<file path="src/rtl/gpio_ctl.sv">
module gpio_ctl #(
  parameter int N  = 16,
  parameter int AW = 8
) (
  input  logic          clk,
  input  logic          rst_n,
  input  logic          bus_wr,
  input  logic          bus_rd,
  input  logic [AW-1:0] bus_addr,
  input  logic [N-1:0]  bus_wdata,
  output logic [N-1:0]  bus_rdata,
  input  logic [N-1:0]  pin_in,
  output logic [N-1:0]  pin_out,
  output logic [N-1:0]  pin_oe,
  output logic          irq
);
  localparam logic [AW-1:0] A_DIR  = AW'('h00);
  localparam logic [AW-1:0] A_LSEL = AW'('h04);
  localparam logic [AW-1:0] A_LPOL = AW'('h08);
  localparam logic [AW-1:0] A_RISE = AW'('h0C);
  localparam logic [AW-1:0] A_FALL = AW'('h10);
  localparam logic [AW-1:0] A_DIN  = AW'('h14);
  localparam logic [AW-1:0] A_SET  = AW'('h18);
  localparam logic [AW-1:0] A_CLR  = AW'('h1C);
  localparam logic [AW-1:0] A_DOUT = AW'('h20);
  localparam logic [AW-1:0] A_RAW  = AW'('h24);
  localparam logic [AW-1:0] A_MASK = AW'('h28);
  localparam logic [AW-1:0] A_IEN  = AW'('h2C);
  localparam logic [AW-1:0] A_MST  = AW'('h30);
  localparam logic [AW-1:0] A_ACK  = AW'('h34);

  logic [N-1:0] dir_q, lsel_q, lpol_q, rise_q, fall_q, dout_q, mask_q, ien_q, flag_q;
  logic [N-1:0] s1_q, s2_q, s3_q;
  logic [N-1:0] edge_hit, lvl_hit, raw_st, msk_st, ack_bits;

  assign edge_hit = ~lsel_q & ((rise_q & s2_q & ~s3_q) | (fall_q & ~s2_q & s3_q));
  assign lvl_hit  = lsel_q & ~(s2_q ^ lpol_q);
  assign raw_st   = lvl_hit | (~lsel_q & flag_q);
  assign msk_st   = raw_st & ~mask_q & ien_q;
  assign irq      = |msk_st;
  assign pin_out  = dout_q;
  assign pin_oe   = dir_q;
  assign ack_bits = (bus_wr && bus_addr == A_ACK) ? bus_wdata : '0;

  always_ff @(posedge clk or negedge rst_n) begin
    if (!rst_n) begin
      s1_q <= '0;
      s2_q <= '0;
      s3_q <= '0;
    end else begin
      s1_q <= pin_in;
      s2_q <= s1_q;
      s3_q <= s2_q;
    end
  end

  always_ff @(posedge clk or negedge rst_n) begin
    if (!rst_n) flag_q <= '0;
    else        flag_q <= (flag_q & ~ack_bits) | edge_hit;
  end

  always_ff @(posedge clk or negedge rst_n) begin
    if (!rst_n) begin
      dir_q  <= '0;
      lsel_q <= '0;
      lpol_q <= '0;
      rise_q <= '0;
      fall_q <= '0;
      dout_q <= '0;
      mask_q <= '1;
      ien_q  <= '0;
    end else if (bus_wr) begin
      case (bus_addr)
        A_DIR:  dir_q  <= bus_wdata;
        A_LSEL: lsel_q <= bus_wdata;
        A_LPOL: lpol_q <= bus_wdata;
        A_RISE: rise_q <= bus_wdata;
        A_FALL: fall_q <= bus_wdata;
        A_SET:  dout_q <= dout_q | bus_wdata;
        A_CLR:  dout_q <= dout_q & ~bus_wdata;
        A_DOUT: dout_q <= bus_wdata;
        A_MASK: mask_q <= bus_wdata;
        A_IEN:  ien_q  <= bus_wdata;
        default: ;
      endcase
    end
  end

  always_comb begin
    bus_rdata = '0;
    if (bus_rd) begin
      case (bus_addr)
        A_DIR:  bus_rdata = dir_q;
        A_LSEL: bus_rdata = lsel_q;
        A_LPOL: bus_rdata = lpol_q;
        A_RISE: bus_rdata = rise_q;
        A_FALL: bus_rdata = fall_q;
        A_DIN:  bus_rdata = s2_q;
        A_DOUT: bus_rdata = dout_q;
        A_RAW:  bus_rdata = raw_st;
        A_MASK: bus_rdata = mask_q;
        A_IEN:  bus_rdata = ien_q;
        A_MST:  bus_rdata = msk_st;
        default: bus_rdata = '0;
      endcase
    end
  end
endmodule


</file>
<file path="config.mk">
export PLATFORM = sky130hd
export DESIGN_NAME = gpio_ctl
export DESIGN_NICKNAME = d
export VERILOG_FILES = /design/src/rtl/gpio_ctl.sv
export SDC_FILE = /design/constraint.sdc
export NUM_CORES = 1
export LEC_CHECK = 0
export ABC_CLOCK_PERIOD_IN_PS = 1900
export BUFFER_PORTS_ARGS = -buffer_cell sky130_fd_sc_hd__buf_2
export CELL_PAD_IN_SITES_DETAIL_PLACEMENT = 0
export CELL_PAD_IN_SITES_GLOBAL_PLACEMENT = 1
export CORE_MARGIN = 3
export CORE_UTILIZATION = 46
export DETAILED_ROUTE_END_ITERATION = 16
export PLACE_DENSITY = 0.88
export SETUP_SLACK_MARGIN = 0.1
export SYNTH_ARGS = -nofsm -noshare
export SYNTH_HDL_FRONTEND = slang
export SYNTH_SLANG_ARGS = --single-unit
</file>
<file path="constraint.sdc">
create_clock -name clk -period 1.9 [get_ports clk]
set_input_delay 0.095 -clock clk [delete_from_list [all_inputs] [get_ports clk]]
set_output_delay 0.095 -clock clk [all_outputs]
set_load 0.02 [all_outputs]
</file>
==> results.md, run 1 <==
• **top-level port count** 93
• **post-route worst setup slack** -0.392 ns
• **clock slew at reported path FFs** 0.08 ns
• **met2 usage in global routing** 0.432
• **number of storage elements in the synthesis netlist** 192
• **syn_nets** 965
• **maximum count of clock buffers along a single path** 2
• **number of nets in the layout** 1,183
• **area grow syn2layout** 32.3%
• **Die Footprint** 0.0209 mm^2
• **TritonCTS buffer count** 17
• **fraction of layout instances using a drive strength above 1** 0.291
• **met3 usage in global routing** 0.0562
• **Crit Path Max Fanout** 2
• **required time worst endpoint** 1.80 ns
• **proportion of register bits with asynchronous set or reset after synthesis** 1.00
• **Wirelength per Cell** 19.9 um
• **final-report max-slew violation count** 0
• **Post-route DRC** 0
• **antenna violations before repair** 4
• **overall routing resource usage** 0.274
• **Unique masters post-synth** 63
• **actual transition at the worst max-transition pin** 0.576 ns
• **internal reg-to-reg setup slack** 0.78 ns
• **portion of total power attributed to the clock network** 0.397
• **Power Internal** 6.79 mW
• **Worst R2R Path Depth** 6
• **most used flip-flop cell after synthesis** sky130_fd_sc_hd__dfrtp_1
• **final cell count without fillers** 1,414
• **Layout Skew** 0.0104 ns
• **worst setup slack before clock tree synthesis** -0.0671 ns
• **result of the run** complete, but fails checks
• **number of search-and-repair iterations in the first detailed-routing pass** 7
• **cell type of the slowest stage on the worst timing path** sky130_fd_sc_hd__dfrtp_1
• **number of antenna-violating nets in the routed design** 0
• **net load switching power** 2.47 mW
• **met1 Track Usage GR** 0.370
• **CTS Root Cell** sky130_fd_sc_hd__clkbuf_16
• **IR drop worst, VDD** 864 uV
• **Starting DRT DRC Count** 759
• **worst min-delay path class** in2reg
• **via count of the first global-routing pass** 7,592
• **minimum period implied by the final worst setup slack** 2.29 ns
• **remaining global-route overflow** 0
• **Power Dens Cells** 790 mW/mm^2
• **total negative slack for setup checks** -3.10 ns
• **count of flip-flops with a built-in enable after synthesis** 0
• **Min-Delay Path Depth** 4
• **Endpoint, Worst Hold** flag_q[1]$_DFF_PN0_
• **Switching Share** 0.266
• **die boundary width** 145 um
• **violations in the final reports** negative setup slack
• **routability-driven placement congestion ratio** 0.974
• **Gate power share** 0.115
• **share of power burned in registers** 0.488
• **delay of the slowest cell on the worst path** 0.40 ns
• **area inside the core boundary** 0.0188 mm^2
• **data arrival at the endpoint of the critical path** 2.20 ns
• **Rows** 50
• **number of vias after detailed routing** 7,956
• **most utilized layer in the global route result** met2
• **worst flop-to-flop path endpoint** flag_q[12]$_DFF_PN0_
• **footprint of the multi-input gates** 0.00391 mm^2
• **clock latency on the worst-skew pair** 0.45 ns
• **Worst Setup End Kind** output pin
• **portion of the clock cycle consumed by the worst path in the final layout** 1.21
• **depth of the CTS H-tree** 4
• **sequential area share after synthesis** 0.545
• **source of the worst register-to-register timing path** s2_q[12]$_DFF_PN0_
• **wire length of the first global-routing pass** 43,200 um
• **Cell Chain, Critical Path** xnor2_1 -> mux2i_1 -> nor3b_2 -> nor4_2 -> buf_4 -> nand4_1 -> buf_6
• **max-capacitance violation count** 0
• **initial core utilization** 0.470
• **RSZ-0062 raised after global routing** true
• **leakage power figure** 5.25 nW
• **hold wc startpoint** bus_wdata[1]
• **total of endpoints with negative setup slack in the final report** 17
• **routed wire length** 28,200 um
• **final-layout worst hold slack** 0.0429 ns
• **buffers added on ports** 92
• **number of placed instances with taps included** 1,323
• **tightest slew margin relative to the limit** 0.615
• **upper clock frequency limit** 0.436 GHz
• **pin count of the biggest net entering global routing** 61
• **synthesized area per cell** 9.61 um^2
• **number of fill cells** 1,549
• **vias per inst** 5.63
• **area of the mapped netlist** 0.00885 mm^2
• **critical path class** reg2out
• **Die H** 145 um
• **CTS tree** done
• **Ys Warns** 0
• **total power** 9.25 mW
• **Syn Inst Count** 921
• **Final Hold Fails** 0
• **FF+latch area** 0.00483 mm^2
• **Detail Placement HPWL** 19,600 um
• **clk sinks** 192
• **kind of start point of the critical path** register
registers in the layout, summed over array words and instances (netlist names):
signal,flops
s3_q,16
pin_oe,16
fall_q,16
rise_q,16
pin_out,16
s1_q,16
lpol_q,16
mask_q,16
lsel_q,16
flag_q,16
s2_q,16
ien_q,16
final cells by class:
class | instances | share of cell area
inverters | 36 | 0.0115
flip-flops and latches | 192 | 0.413
diodes | 2 | 0.000428
clock buffers | 19 | 0.0378
well taps | 260 | 0.0278
clock inverters | 13 | 0.0129
repair buffers | 251 | 0.163
multi-input cells | 641 | 0.334
power groups by stage:
stage | clock network [mW] | registers [mW] | logic (mW)
2_1_floorplan | 0 | 4.61 | 0.380
3_3_place_gp | 0 | 4.58 | 0.882
3_5_place_dp | 0 | 4.59 | 0.898
4_1_cts | 3.71 | 4.51 | 1.01
5_1_grt | 3.89 | 4.54 | 1.16
6_report | 3.67 | 4.52 | 1.06
cell usage in the layout, fill, tap and decap left out, drive strengths merged, types with 8 or more instances in the layout:
cell / count
nand2: 181
mux2i: 26
a221oi: 9
nand3: 10
buf: 218
nor2: 53
dfstp: 16
inv: 42
a31oi: 31
clkbuf: 20
a21oi: 19
xnor2: 13
a22oi: 25
dfrtp: 176
nor3b: 13
dlygate4sd3: 32
nor3: 8
o21ai: 175
repair_timing:
action / in CTS / in global routing
hold endpoints to repair: 86 / 0
hold buffers: 32 / 0
setup endpoints to repair: 17 / 17
gates cloned: 0 / 0
gates resized for setup: 44 / 33
setup buffers: 20 / 6
pin swaps: 31 / 38
worst max-delay path by stage:
stage,from,endpoint,slack (ns),cells after the start
4_1_cts,lpol_q[13]$_DFFE_PN0P_,irq,-0.40,7
3_5_place_dp,bus_addr[3],bus_rdata[9],-0.07,8
5_1_grt,s2_q[2]$_DFF_PN0_,irq,-0.43,7
2_1_floorplan,bus_addr[1],bus_rdata[6],0.11,7
6_report,s2_q[14]$_DFF_PN0_,irq,-0.39,7
3_3_place_gp,lpol_q[13]$_DFFE_PN0P_,irq,-0.07,7
cell usage after synthesis (all sizes together) (16+ instances only):
cell type,instances,area (um^2)
a21oi,19,95.1
a22oi,25,188
a31oi,31,194
buf,22,125
clkbuf,30,113
dfrtp,176,4400
dfstp,16,420
inv,36,135
mux2i,26,260
nand2,181,682
nor2,53,223
o21ai,175,876
critical path: cells and delay by family, from the launching register on:
family / cells / cell delay (ns)
flip-flops: 1 / 0.40
AND/OR/NAND/NOR: 3 / 0.63
buffers and inverters: 2 / 0.36
XOR/XNOR: 1 / 0.13
multiplexers: 1 / 0.24
cell families after synthesis:
family	after synthesis	synth area share
buf+inv	88	0.0421
xor+xnor	16	0.0158
simple gates	302	0.164
mux	31	0.0383
flops	192	0.545
compound gates	292	0.195
through the flow:
stage / utilization / cell area [um^2]
2_1_floorplan: - / 8850
3_3_place_gp: 0.546 / 10300
3_5_place_dp: 0.546 / 10300
4_1_cts: 0.611 / 11500
5_1_grt: 0.622 / 11700
6_report: 0.622 / 11700
per-layer routing:
metal	routed length, um	up-vias
li1	-	3703
met3	2070	82
met5	21	-
met2	13200	341
met4	1040	4
met1	11800	3826
Power figures use the tool's default switching activity.
==> inputs of run 2 (changes only) <==
--- a/config.mk
+++ b/config.mk
@@ -5,7 +5,7 @@
 export SDC_FILE = /design/constraint.sdc
 export NUM_CORES = 1
 export LEC_CHECK = 0
-export ABC_CLOCK_PERIOD_IN_PS = 1900
+export ABC_CLOCK_PERIOD_IN_PS = 2200
 export BUFFER_PORTS_ARGS = -buffer_cell sky130_fd_sc_hd__buf_2
 export CELL_PAD_IN_SITES_DETAIL_PLACEMENT = 0
 export CELL_PAD_IN_SITES_GLOBAL_PLACEMENT = 1
==> constraint.sdc (replaced) <==
create_clock -name clk -period 2.2 [get_ports clk]
set_input_delay 0.11 -clock clk [delete_from_list [all_inputs] [get_ports clk]]
set_output_delay 0.11 -clock clk [all_outputs]
set_load 0.02 [all_outputs]
==> run 2 against run 1 <==
Against the previous run:
- the run still ends with negative setup slack left
- sequential share of layout area increased by 1.3 points
- combinational power decreased by 19%
- register-to-register slack improved by 0.38 ns
- die area unchanged
- clock-buffer cell count increased by 1
- clock skew decreased by 0.0022 ns
- worst hold slack got worse by 0.032 ns
- final cell count decreased by 2.6%
- wire length increased by 0.16%
- cell area decreased by 3.0%
- global-route usage decreased by 0.13 points
- total power decreased by 16%
- critical path type unchanged
- critical endpoint unchanged
- highest routed layer unchanged
==> results.md, run 2 (synthesis gave the netlist of run 1 again) <==
• **initial core utilization** 0.470, unchanged
• **area grow syn2layout** 28.4%
• **number of search-and-repair iterations in the first detailed-routing pass** 7, unchanged
• **final design utilization** 0.603, -0.0184
• **total of endpoints with negative setup slack in the final report** 1, -16
• **Wirelength per Cell** 20.5 um, +2.9%
• **CTS tree** done
• **Starting DRT DRC Count** 839, +11%
• **antenna violations before repair** 3, -1
• **worst min-delay path class** in2reg
• **Post-route DRC** 0, unchanged
• **top-level port count** 93, unchanged
• **post-route worst setup slack** -0.0631 ns, +0.329 ns
• **Crit Path Max Fanout** 2, unchanged
• **area inside the core boundary** 0.0188 mm^2, unchanged
• **wire length of the first global-routing pass** 42,700 um, -1.1%
• **footprint of the multi-input gates** 0.00392 mm^2, +0.26%
• **TritonCTS buffer count** 17, unchanged
• **max-capacitance violation count** 0, unchanged
• **clock latency on the worst-skew pair** 0.44 ns, about the same
• **final-report max-slew violation count** 0, unchanged
• **Layout Skew** 0.00824 ns, -0.00215 ns
• **routed wire length** 28,200 um, +0.16%
• **FF+latch area** 0.00483 mm^2, about the same
• **required time worst endpoint** 2.09 ns, +0.29 ns
• **leakage power figure** 5.06 nW, -3.5%
• **Worst Setup End Kind** output pin
• **routability-driven placement congestion ratio** 0.940, -3.4%
• **RSZ-0062 raised after global routing** true
• **overall routing resource usage** 0.273, -0.00128
• **vias per inst** 5.76, +2.5%
• **actual transition at the worst max-transition pin** 0.861 ns, +0.286 ns
• **CTS Root Cell** sky130_fd_sc_hd__clkbuf_16
• **die boundary width** 145 um, unchanged
• **data arrival at the endpoint of the critical path** 2.15 ns, -0.05 ns
• **internal reg-to-reg setup slack** 1.16 ns, +0.38 ns
• **number of fill cells** 1,617, +4.4%
• **portion of the clock cycle consumed by the worst path in the final layout** 1.03
• **result of the run** complete, but fails checks
• **Power Dens Cells** 688 mW/mm^2, -13%
• **minimum period implied by the final worst setup slack** 2.26 ns
• **clock slew at reported path FFs** 0.07 ns, about the same
• **kind of start point of the critical path** register
• **worst setup slack before clock tree synthesis** 0.164 ns, +0.231 ns
• **number of antenna-violating nets in the routed design** 0, unchanged
• **tightest slew margin relative to the limit** 0.426, -0.189
• **number of vias after detailed routing** 7,938, -0.23%
• **number of nets in the layout** 1,148, -3.0%
• **final non-filler cell area** 0.0114 mm^2, -3.0%
• **Die H** 145 um, unchanged
• **depth of the CTS H-tree** 4, unchanged
• **endpoint of the most critical setup path** irq
• **worst flop-to-flop path endpoint** flag_q[3]$_DFF_PN0_
• **Rows** 50, unchanged
• **upper clock frequency limit** 0.442 GHz
• **IR drop worst, VDD** 560 uV, -35%
• **number of placed instances with taps included** 1,285, -2.9%
• **most frequent cells in the layout** sky130_fd_sc_hd__nand2_1, sky130_fd_sc_hd__dfrtp_1, sky130_fd_sc_hd__o21ai_0, sky130_fd_sc_hd__buf_4, sky130_fd_sc_hd__buf_2
• **critical path class** reg2out
• **source of the worst register-to-register timing path** s2_q[3]$_DFF_PN0_
• **pin count of the biggest net entering global routing** 65, +6.6%
• **Detail Placement HPWL** 19,100 um, -2.4%
• **Final Hold Fails** 0, unchanged
• **total negative slack for setup checks** -0.0631 ns, +3.04 ns
• **Worst R2R Path Depth** 5, -1
• **Die Footprint** 0.0209 mm^2, unchanged
• **most common library cell in the layout ignoring fill and taps** sky130_fd_sc_hd__nand2_1
• **clk sinks** 192, unchanged
• **fraction of layout instances using a drive strength above 1** 0.272, -0.0184
• **via count of the first global-routing pass** 7,647, +0.72%
• **Placed Area** 0.00994 mm^2, -3.4%
• **buffers added on ports** 92, unchanged
• **violations in the final reports** negative setup slack
• **remaining global-route overflow** 0, unchanged
• **final cell count without fillers** 1,377, -2.6%
• **maximum count of clock buffers along a single path** 2, unchanged
• **timing startpoint of the critical path** s2_q[6]$_DFF_PN0_
## run 2: changes by cell type in the layout (fill, tap and decap cells not counted), sizes merged
cell / delta
clkbuf: +1
clkinvlp: +1
bufinv: -1
buf: -35
diode: -1
inv: -2
## run 2: critical path: stages (launching register included)
cell and delay (ns):
sky130_fd_sc_hd__dfrtp_1 0.40, sky130_fd_sc_hd__xnor2_1 0.13, sky130_fd_sc_hd__mux2_4 0.26, sky130_fd_sc_hd__and3b_2 0.23, sky130_fd_sc_hd__nor4_4 0.29, sky130_fd_sc_hd__nand4_1 0.19
sky130_fd_sc_hd__buf_4 0.21
## run 2: area by class of cell
| class | count | share of cell area |
|---|---|---|
| Timing Repair Buffer | 216 | 0.139 |
| Tap cell | 260 | 0.0286 |
| Inverter | 36 | 0.0119 |
| Multi-Input combinational cell | 641 | 0.345 |
| Antenna cell | 1 | 0.000220 |
| Clock buffer | 20 | 0.0411 |
| Sequential cell | 192 | 0.425 |
| Clock inverter | 11 | 0.00914 |
## run 2: where the power goes
group	internal [mW]	switching, mW
registers	3.73	0.176
logic	0.356	0.501
clock network	1.66	1.39
total	5.75	2.07
## run 2: repair_timing
item,in CTS,in global routing
resized for setup,38,40
endpoints found under the setup margin,15,17
hold buffers,32,0
setup buffers,20,8
pin swaps,26,35
hold endpoints to repair,77,0
## run 2: worst min-delay path by stage
stage	start	to	slack (ns)	depth (start not counted)
2_1_floorplan	rst_n	fall_q[0]$_DFFE_PN0P_	-0.19	0
3_3_place_gp	rst_n	flag_q[15]$_DFF_PN0_	0.15	1
3_5_place_dp	rst_n	flag_q[15]$_DFF_PN0_	0.16	1
4_1_cts	bus_wdata[15]	flag_q[15]$_DFF_PN0_	0.009	4
5_1_grt	bus_wdata[15]	flag_q[15]$_DFF_PN0_	0.06	4
6_report	bus_wdata[15]	flag_q[15]$_DFF_PN0_	0.01	4
## run 2: metal layers
layer  routed length, um  track usage
met4                 965       0.0962
met3                2540       0.0818
met1               11700        0.362
met5                  18            0
met2               13000        0.428
## run 2: stage by stage
stage | power (mW) | hold WS [ns]
6_report | 7.82 | 0.0110
3_3_place_gp | 4.67 | 0.154
4_1_cts | 7.81 | 0.00919
2_1_floorplan | 4.31 | -0.186
3_5_place_dp | 4.69 | 0.161
5_1_grt | 8.11 | 0.0576
